File: src/rtl/cla_pkg.sv
package cla_pkg;

   // carry-create / carry-pass pair for a span of bit positions
   typedef struct packed {
      logic g;
      logic p;
   } gp_t;

   // fold a more-significant span (hi) onto a less-significant span (lo)
   function automatic gp_t gp_combine(gp_t hi, gp_t lo);
      gp_t r;
      r.p = hi.p & lo.p;
      r.g = hi.g | (lo.g & hi.p);
      return r;
   endfunction

   // true when w is radix raised to a non-negative integer power
   function automatic bit cla_is_power(int w, int radix);
      int v;
      v = w;
      if (radix < 2 || w < 1) return 1'b0;
      while (v > 1) begin
         if (v % radix != 0) return 1'b0;
         v = v / radix;
      end
      return 1'b1;
   endfunction

   // number of node levels above the leaves
   function automatic int cla_levels(int w, int radix);
      int v;
      int n;
      v = w;
      n = 0;
      while (v > 1) begin
         v = v / radix;
         n = n + 1;
      end
      return n;
   endfunction

endpackage

File: src/rtl/cla_leaf.sv
module cla_leaf (
   input  logic a_bit,
   input  logic b_bit,
   input  logic c_in,
   output logic s_bit,
   output logic gen,
   output logic prop
);

   assign s_bit = (a_bit ^ b_bit) ^ c_in;
   assign gen   = a_bit & b_bit;
   assign prop  = a_bit | b_bit;

endmodule

File: src/rtl/cla_node.sv
module cla_node
   import cla_pkg::*;
#(
   parameter int RADIX = 4
) (
   input  gp_t [RADIX-1:0]  kid,
   input  logic             c_in,
   output gp_t              grp,
   output logic [RADIX-1:0] kid_cin
);

   // carries to the children: child 0 takes the node carry unchanged,
   // every higher child gets its own prefix of the lower children
   always_comb begin
      kid_cin[0] = c_in;
      for (int k = 1; k < RADIX; k++) begin
         gp_t acc;
         acc = kid[0];
         for (int j = 1; j < k; j++) begin
            acc = gp_combine(kid[j], acc);
         end
         kid_cin[k] = acc.g | (acc.p & c_in);
      end
   end

   // group pair over all children, low to high
   always_comb begin
      gp_t all;
      all = kid[0];
      for (int k = 1; k < RADIX; k++) begin
         all = gp_combine(kid[k], all);
      end
      grp = all;
   end

   // checks beside the carry distribution
   always_comb begin
      logic any_gen;
      any_gen = 1'b0;
      for (int k = 0; k < RADIX; k++) any_gen = any_gen | kid[k].g;
      AST_ALL_PASS_CARRY: assert (!(grp.p && c_in) || (kid_cin == {RADIX{1'b1}}))
         else $error("full-pass group did not deliver carry to every child");
      AST_NO_SOURCE_NO_CARRY: assert (c_in || any_gen || (kid_cin == '0))
         else $error("child carry appeared with no carry source");
   end

endmodule

File: src/rtl/cla_tree.sv
module cla_tree
   import cla_pkg::*;
#(
   parameter int WIDTH = 16,
   parameter int RADIX = 4
) (
   input  logic [WIDTH-1:0] a,
   input  logic [WIDTH-1:0] b,
   input  logic             c_in,
   output logic [WIDTH-1:0] sum,
   output gp_t              grp
);

   generate
      if (WIDTH == 1) begin : g_leaf
         logic gen_w;
         logic prop_w;
         cla_leaf u_leaf (
            .a_bit (a[0]),
            .b_bit (b[0]),
            .c_in  (c_in),
            .s_bit (sum[0]),
            .gen   (gen_w),
            .prop  (prop_w)
         );
         assign grp = '{g: gen_w, p: prop_w};
      end else begin : g_branch
         localparam int SUBW = WIDTH / RADIX;
         gp_t [RADIX-1:0]  kid_gp;
         logic [RADIX-1:0] kid_c;

         for (genvar k = 0; k < RADIX; k++) begin : g_kid
            cla_tree #(
               .WIDTH (SUBW),
               .RADIX (RADIX)
            ) u_sub (
               .a    (a[k*SUBW +: SUBW]),
               .b    (b[k*SUBW +: SUBW]),
               .c_in (kid_c[k]),
               .sum  (sum[k*SUBW +: SUBW]),
               .grp  (kid_gp[k])
            );
         end

         cla_node #(
            .RADIX (RADIX)
         ) u_node (
            .kid     (kid_gp),
            .c_in    (c_in),
            .grp     (grp),
            .kid_cin (kid_c)
         );
      end
   endgenerate

endmodule

File: src/rtl/cla_adder.sv
module cla_adder
   import cla_pkg::*;
#(
   parameter int WIDTH = 16,
   parameter int RADIX = 4
) (
   input  logic [WIDTH-1:0] a,
   input  logic [WIDTH-1:0] b,
   input  logic             cin,
   output logic [WIDTH-1:0] sum,
   output logic             cout
);

   localparam int LEVELS = cla_levels(WIDTH, RADIX);

   initial begin
      AST_SHAPE_LEGAL: assert (cla_is_power(WIDTH, RADIX) && LEVELS >= 1)
         else $error("WIDTH must be a power of RADIX, RADIX at least 2");
   end

   gp_t root;

   cla_tree #(
      .WIDTH (WIDTH),
      .RADIX (RADIX)
   ) u_tree (
      .a    (a),
      .b    (b),
      .c_in (cin),
      .sum  (sum),
      .grp  (root)
   );

   assign cout = root.g | (root.p & cin);

   // port-level checks against plain arithmetic
   always_comb begin
      logic [WIDTH:0] total;
      total = {1'b0, a} + {1'b0, b} + {{WIDTH{1'b0}}, cin};
      AST_SUM_EXACT: assert (sum == total[WIDTH-1:0])
         else $error("sum differs from arithmetic total");
      AST_COUT_EXACT: assert (cout == total[WIDTH])
         else $error("carry-out differs from arithmetic total");
      AST_FULL_PASS: assert (((a ^ b) != {WIDTH{1'b1}}) ||
                             ((sum == {WIDTH{~cin}}) && (cout == cin)))
         else $error("full-pass operands mishandled");
   end

endmodule

File: config.mk
export PLATFORM = sky130hd
export DESIGN_NAME = cla_adder
export DESIGN_NICKNAME = d
export VERILOG_FILES = /design/src/rtl/cla_pkg.sv /design/src/rtl/cla_leaf.sv /design/src/rtl/cla_node.sv /design/src/rtl/cla_tree.sv /design/src/rtl/cla_adder.sv
export SDC_FILE = /design/constraint.sdc
export NUM_CORES = 1
export LEC_CHECK = 0
export ABC_CLOCK_PERIOD_IN_PS = 3790
export CAP_MARGIN = 20
export CORE_MARGIN = 1.5
export CORE_UTILIZATION = 40
export DETAILED_ROUTE_END_ITERATION = 8
export GPL_ROUTABILITY_DRIVEN = 0
export PLACE_DENSITY = 0.81
export SLEW_MARGIN = 10
export SYNTH_ARGS = -nofsm -noshare
export SYNTH_HDL_FRONTEND = slang
export SYNTH_SLANG_ARGS = --single-unit
File: constraint.sdc
create_clock -name vclk -period 3.79
set_input_delay 0.758 -clock vclk [all_inputs]
set_output_delay 0.758 -clock vclk [all_outputs]
set_load 0.03 [all_outputs]
==> results.yml, run 1 <==
route:
  drtAntennaViolNets: 0
  met3_wirelength_from_detailed_routing_um: 82
  remaining_drc_errors: 0
  viasPerCell: 4.58
  drt_pass1_iterations: 4
  top_layer_used: "met4"
  initialDrtViolationCount: 15
  routed-wl-met2_um: 1480
  avgRoutedWirePerCell_um: 10.8
  via_count: 1104
  finalWirelength_um: 2600
  route.layer.met1.wl_um: 1010
synthesis:
  netlist_instances: 152
  synth-seq-area-share: 0
  syn_std_cell_area_mm2: 0.00115
  synth.lib_cells_used.distinct: 24
  synth_warnings: 0
  synthesis.area_per_instance_um2: 7.54
  synth_fp_nets: 221
critical_path:
  capturing_instance_or_port_of_the_critical_path: "sum[12]"
  critPathLaunchType: "primary input"
  worst_setup_path_startpoint: "b[4]"
  crit_arrival_ps: 2920
  end_kind: "primary output"
  critPathKind: "primary input to primary output"
  path_max_fanout: 2
  worst-endpoint-required_ps: 3030
timing:
  setup_violations: 0
  worst-slew-pin-transition_ps: 315
  final_ws_setup_ps: 110
  final_min_period_over_clock_period: 0.971
  final.min_clock_period_ps: 3680
  slew_headroom: 0.789
  finalMaxSlewViolations: 0
  max_freq_ghz: 0.272
  report.final.hold_viol_count: 0
  finalHoldWorstSlack_ps: 2230
power:
  vdd_drop_max_uv: 121
  sw_frac_of_total: 0.530
  p_comb_frac: 1.000
  cellLeakagePower_uw: 0.000990
  share_of_power_burned_in_registers: 0
  cellInternalPower_uw: 154
  p_per_area_mw_per_mm2: 183
  power_switching_uw: 173
  clock_power_share: 0
global_route:
  gr-usage-all-layers: 0.161
  vias_in_the_first_global_route: 1122
  grt_start_max_net_pins: 5
  initial_antenna_violation_count: 0
  grt_first_pass_wirelength_um: 4280
  grt-ovfl-total: 0
placement:
  detailed_place.area_mm2: 0.00168
  place.detailed.instances: 235
  io_buffer_count: 50
  dp_slack_ps: -479
  dp_hpwl_um: 2030
finish:
  layout_commonest_cell: "inv_1"
  layout-drive-gt1-share: 0.233
  fill_cell_count: 235
  areaGrowthSynthToFinish_pct: 55.5
  multi_input_comb_area_um2: 928
  post_layout_nonfiller_instances: 241
  layout.area.seq_um2: 0
  final_cell_mix: "42 x inv_1, 33 x buf_4, 28 x ha_1, 25 x clkdlybuf4s50_1, 8 x nor2_1"
  seq_cell_count: 0
  antenna_diode_count: 0
  num-nets-final: 281
  non_filler_cell_area_final_mm2: 0.00178
  clockBufferCount: 0
floorplanning:
  ioPinCount: 50
  die_w_um: 56.5
  core_region_area_mm2: 0.00273
  dieArea_mm2: 0.00320
  initial_core_util: 0.419
  die_height_um: 56.5
  row_count: 19
flow_run:
  maxCapViolations: 0
hold_path:
  worst_hold_path_type: "primary input to primary output"
outcome:
  status: "completed"
area by class of cell:
type	count	area share
inverters	43	0.0906
multi-input cells	93	0.521
repair buffers	74	0.367
well taps	31	0.0218
synthesized netlist by cell type (3+ instances only):
master,count,share of area
o21ai_0,3,0.013
xnor2_1,6,0.046
xor2_1,5,0.038
a21oi_1,8,0.035
nor2_1,8,0.026
nor2b_1,3,0.016
buf_4,16,0.10
inv_1,43,0.14
fa_1,4,0.070
nor3_1,4,0.017
o21bai_1,4,0.026
ha_1,32,0.35
worst min-delay path by stage:
stage	start	to	slack, ps	cells past startpoint
6_report	b[1]	sum[1]	2230	5
2_1_floorplan	b[12]	sum[12]	1800	2
3_3_place_gp	b[13]	sum[13]	2350	5
5_1_grt	a[1]	sum[1]	2290	5
4_1_cts	b[9]	sum[9]	2350	5
3_5_place_dp	b[9]	sum[9]	2340	5
power by group through the flow:
stage / logic, uW / clock network (uW) / registers [uW]
finish: 327 / 0 / 0
global route: 354 / 0 / 0
CTS: 322 / 0 / 0
detailed placement: 318 / 0 / 0
global placement: 314 / 0 / 0
floorplan: 229 / 0 / 0
layer usage:
layer | vias up | GRT usage
met5 | - | 0
li1 | 567 | -
met3 | 4 | 0.00461
met2 | 29 | 0.337
met1 | 504 | 0.175
met4 | 0 | 0.0306
worst max-delay path: stages:
cell	delay, ps
clkdlybuf4s50_1	480
buf_4	120
inv_1	30
ha_1	190
a21oi_2	130
buf_4	120
o2111a_1	230
nor3_4	50
o21bai_1	170
fa_2	480
buf_6	150
stage by stage:
step / power (uW) / setup TNS [ps] / utilization
after global routing: 354 / -23.6 / 0.652
after global placement: 314 / -1390 / 0.613
after CTS: 322 / 0 / 0.635
after floorplan: 229 / 0 / -
after detailed placement: 318 / -2030 / 0.613
final: 327 / 0 / 0.652
cells by family after synthesis:
kind of cell / share of synthesized area
simple gates: 0.118
buf+inv: 0.246
fa+ha+maj: 0.419
compound gates: 0.133
xor+xnor: 0.0841
repair_timing:
item,in CTS,in global routing
resized for setup,24,14
hold buffers,0,0
setup endpoints to repair,9,9
setup buffers,7,0
pin swaps,11,7
No activity file was read; power rests on OpenSTA's default activity.
==> inputs of run 2 (changes only) <==
Settings changed: CAP_MARGIN 20 to 5.
==> results of run 2 <==
Final layout, timing and power as in run 1 (identical DEF).
==> inputs of run 3 (changes only) <==
Settings changed: ABC_CLOCK_PERIOD_IN_PS 3790 to 4400, TNS_END_PERCENT from default to 10.
Clock period 3.79 ns to 4.4 ns, I/O delays scaled along.
==> results.yml, run 3 (same netlist as run 1, synthesis figures left out) <==
finish:
  final_cell_mix: "43 x inv_1, 37 x clkdlybuf4s50_1, 32 x ha_1, 8 x nor2_1, 8 x buf_4"
  antenna_diode_count: 0
  seq_cell_count: 0
  layout.area.seq_um2: 0
  clockBufferCount: 0
  post_layout_nonfiller_instances: 221
  layout_commonest_cell: "inv_1"
  areaGrowthSynthToFinish_pct: 40.8
  layout-drive-gt1-share: 0.0737
  num-nets-final: 261
timing:
  final.min_clock_period_ps: 4250
  rsz0062_at_grt: "true"
  setup_violations: 0
  final_min_period_over_clock_period: 0.965
  report.final.hold_viol_count: 0
  worst-slew-pin-transition_ps: 344
  max_freq_ghz: 0.235
  slew_headroom: 0.769
  finalMaxSlewViolations: 0
power:
  cellLeakagePower_uw: 0.000914
  p_per_area_mw_per_mm2: 162
  total_power_uw: 261
  vdd_drop_max_uv: 128
route:
  finalWirelength_um: 2080
  drt_pass1_iterations: 4
  remaining_drc_errors: 0
  initialDrtViolationCount: 15
  via_count: 1000
  drtAntennaViolNets: 0
  avgRoutedWirePerCell_um: 9.42
  viasPerCell: 4.52
floorplanning:
  core_region_area_mm2: 0.00273
  row_count: 19
  die_height_um: 56.5
  dieArea_mm2: 0.00320
  initial_core_util: 0.419
  ioPinCount: 50
  die_w_um: 56.5
clock_tree:
  number_of_buffers_added_to_fix_hold_violations_after_cts: 0
  post_cts.repair.setup_buffers: 0
global_route:
  grt-ovfl-total: 0
  grt_start_max_net_pins: 6
  vias_in_the_first_global_route: 876
  grt_first_pass_wirelength_um: 3420
  gr-usage-all-layers: 0.124
  initial_antenna_violation_count: 0
critical_path:
  end_kind: "primary output"
  worst-endpoint-required_ps: 3520
  path_max_fanout: 3
  crit_arrival_ps: 3370
  critPathLaunchType: "primary input"
  critPathKind: "primary input to primary output"
placement:
  io_buffer_count: 50
  place.detailed.instances: 221
  dp_hpwl_um: 1870
outcome:
  status: "completed"
hold_path:
  worst_hold_path_type: "primary input to primary output"
  hold_path_depth: 5
flow_run:
  maxCapViolations: 0
## run 3: changes by cell type in the layout (fill, tap and decap cells not counted), moves of 2 or more
cell,delta
a21oi_1,+2
a21oi_2,-2
buf_4,-25
clkdlybuf4s15_1,-4
clkdlybuf4s50_1,+12
dlygate4sd2_1,-5
dlymetal6s2s_1,+4
ha_1,+4
ha_4,-3
## run 3: final cells by class
class              instances  area (um^2)
inverters                 43          161
well taps                 31         38.8
fillers                  261         1120
repair buffers            54          536
multi-input cells         93          878
## run 3: through the flow
step	setup slack (ps)	hold WS [ps]	instance area [um^2]	setup TNS, ps	util
final	153	2590	1610	0	0.590
after CTS	3.74	2590	1580	0	0.579
after global routing	-20.3	2630	1610	-35.6	0.590
after floorplan	804	2040	1150	0	-
after global placement	-10.2	2590	1590	-10.2	0.580
after detailed placement	-73.7	2590	1590	-82.8	0.580
## run 3: path summary, 6_finish.rpt
kind | start | to | slack, ps
worst min-delay path | b[9] | sum[9] | 2590
worst max-delay path | a[1] | sum[12] | 150
## run 3: timing repair
action,CTS,global route
endpoints found under the hold margin,0,0
pin swaps,0,0
gates resized for setup,2,10
setup endpoints to repair,2,10
## run 3: report_power, final
part,switching (uW),internal [uW],leakage (uW)
sequential,0,0,0
combinational,140,121,0.000914
clock,0,0,0
## run 3: routing by layer
| metal | up-vias | global-route usage | wire, um |
|---|---|---|---|
| li1 | 531 | - | - |
| met1 | 448 | 0.160 | 931 |
| met2 | 21 | 0.243 | 1080 |
| met3 | 0 | 0 | 67 |
| met4 | 0 | 0 | 0 |
| met5 | - | 0 | 0 |
## run 3: worst max-delay path, cell delays in order
cell	delay, ps
clkdlybuf4s50_1	480
inv_1	50
ha_1	220
or2b_2	320
a21oi_2	190
o2111a_1	270
nor3_4	60
buf_4	150
o21bai_1	150
fa_1	440
buf_4	180
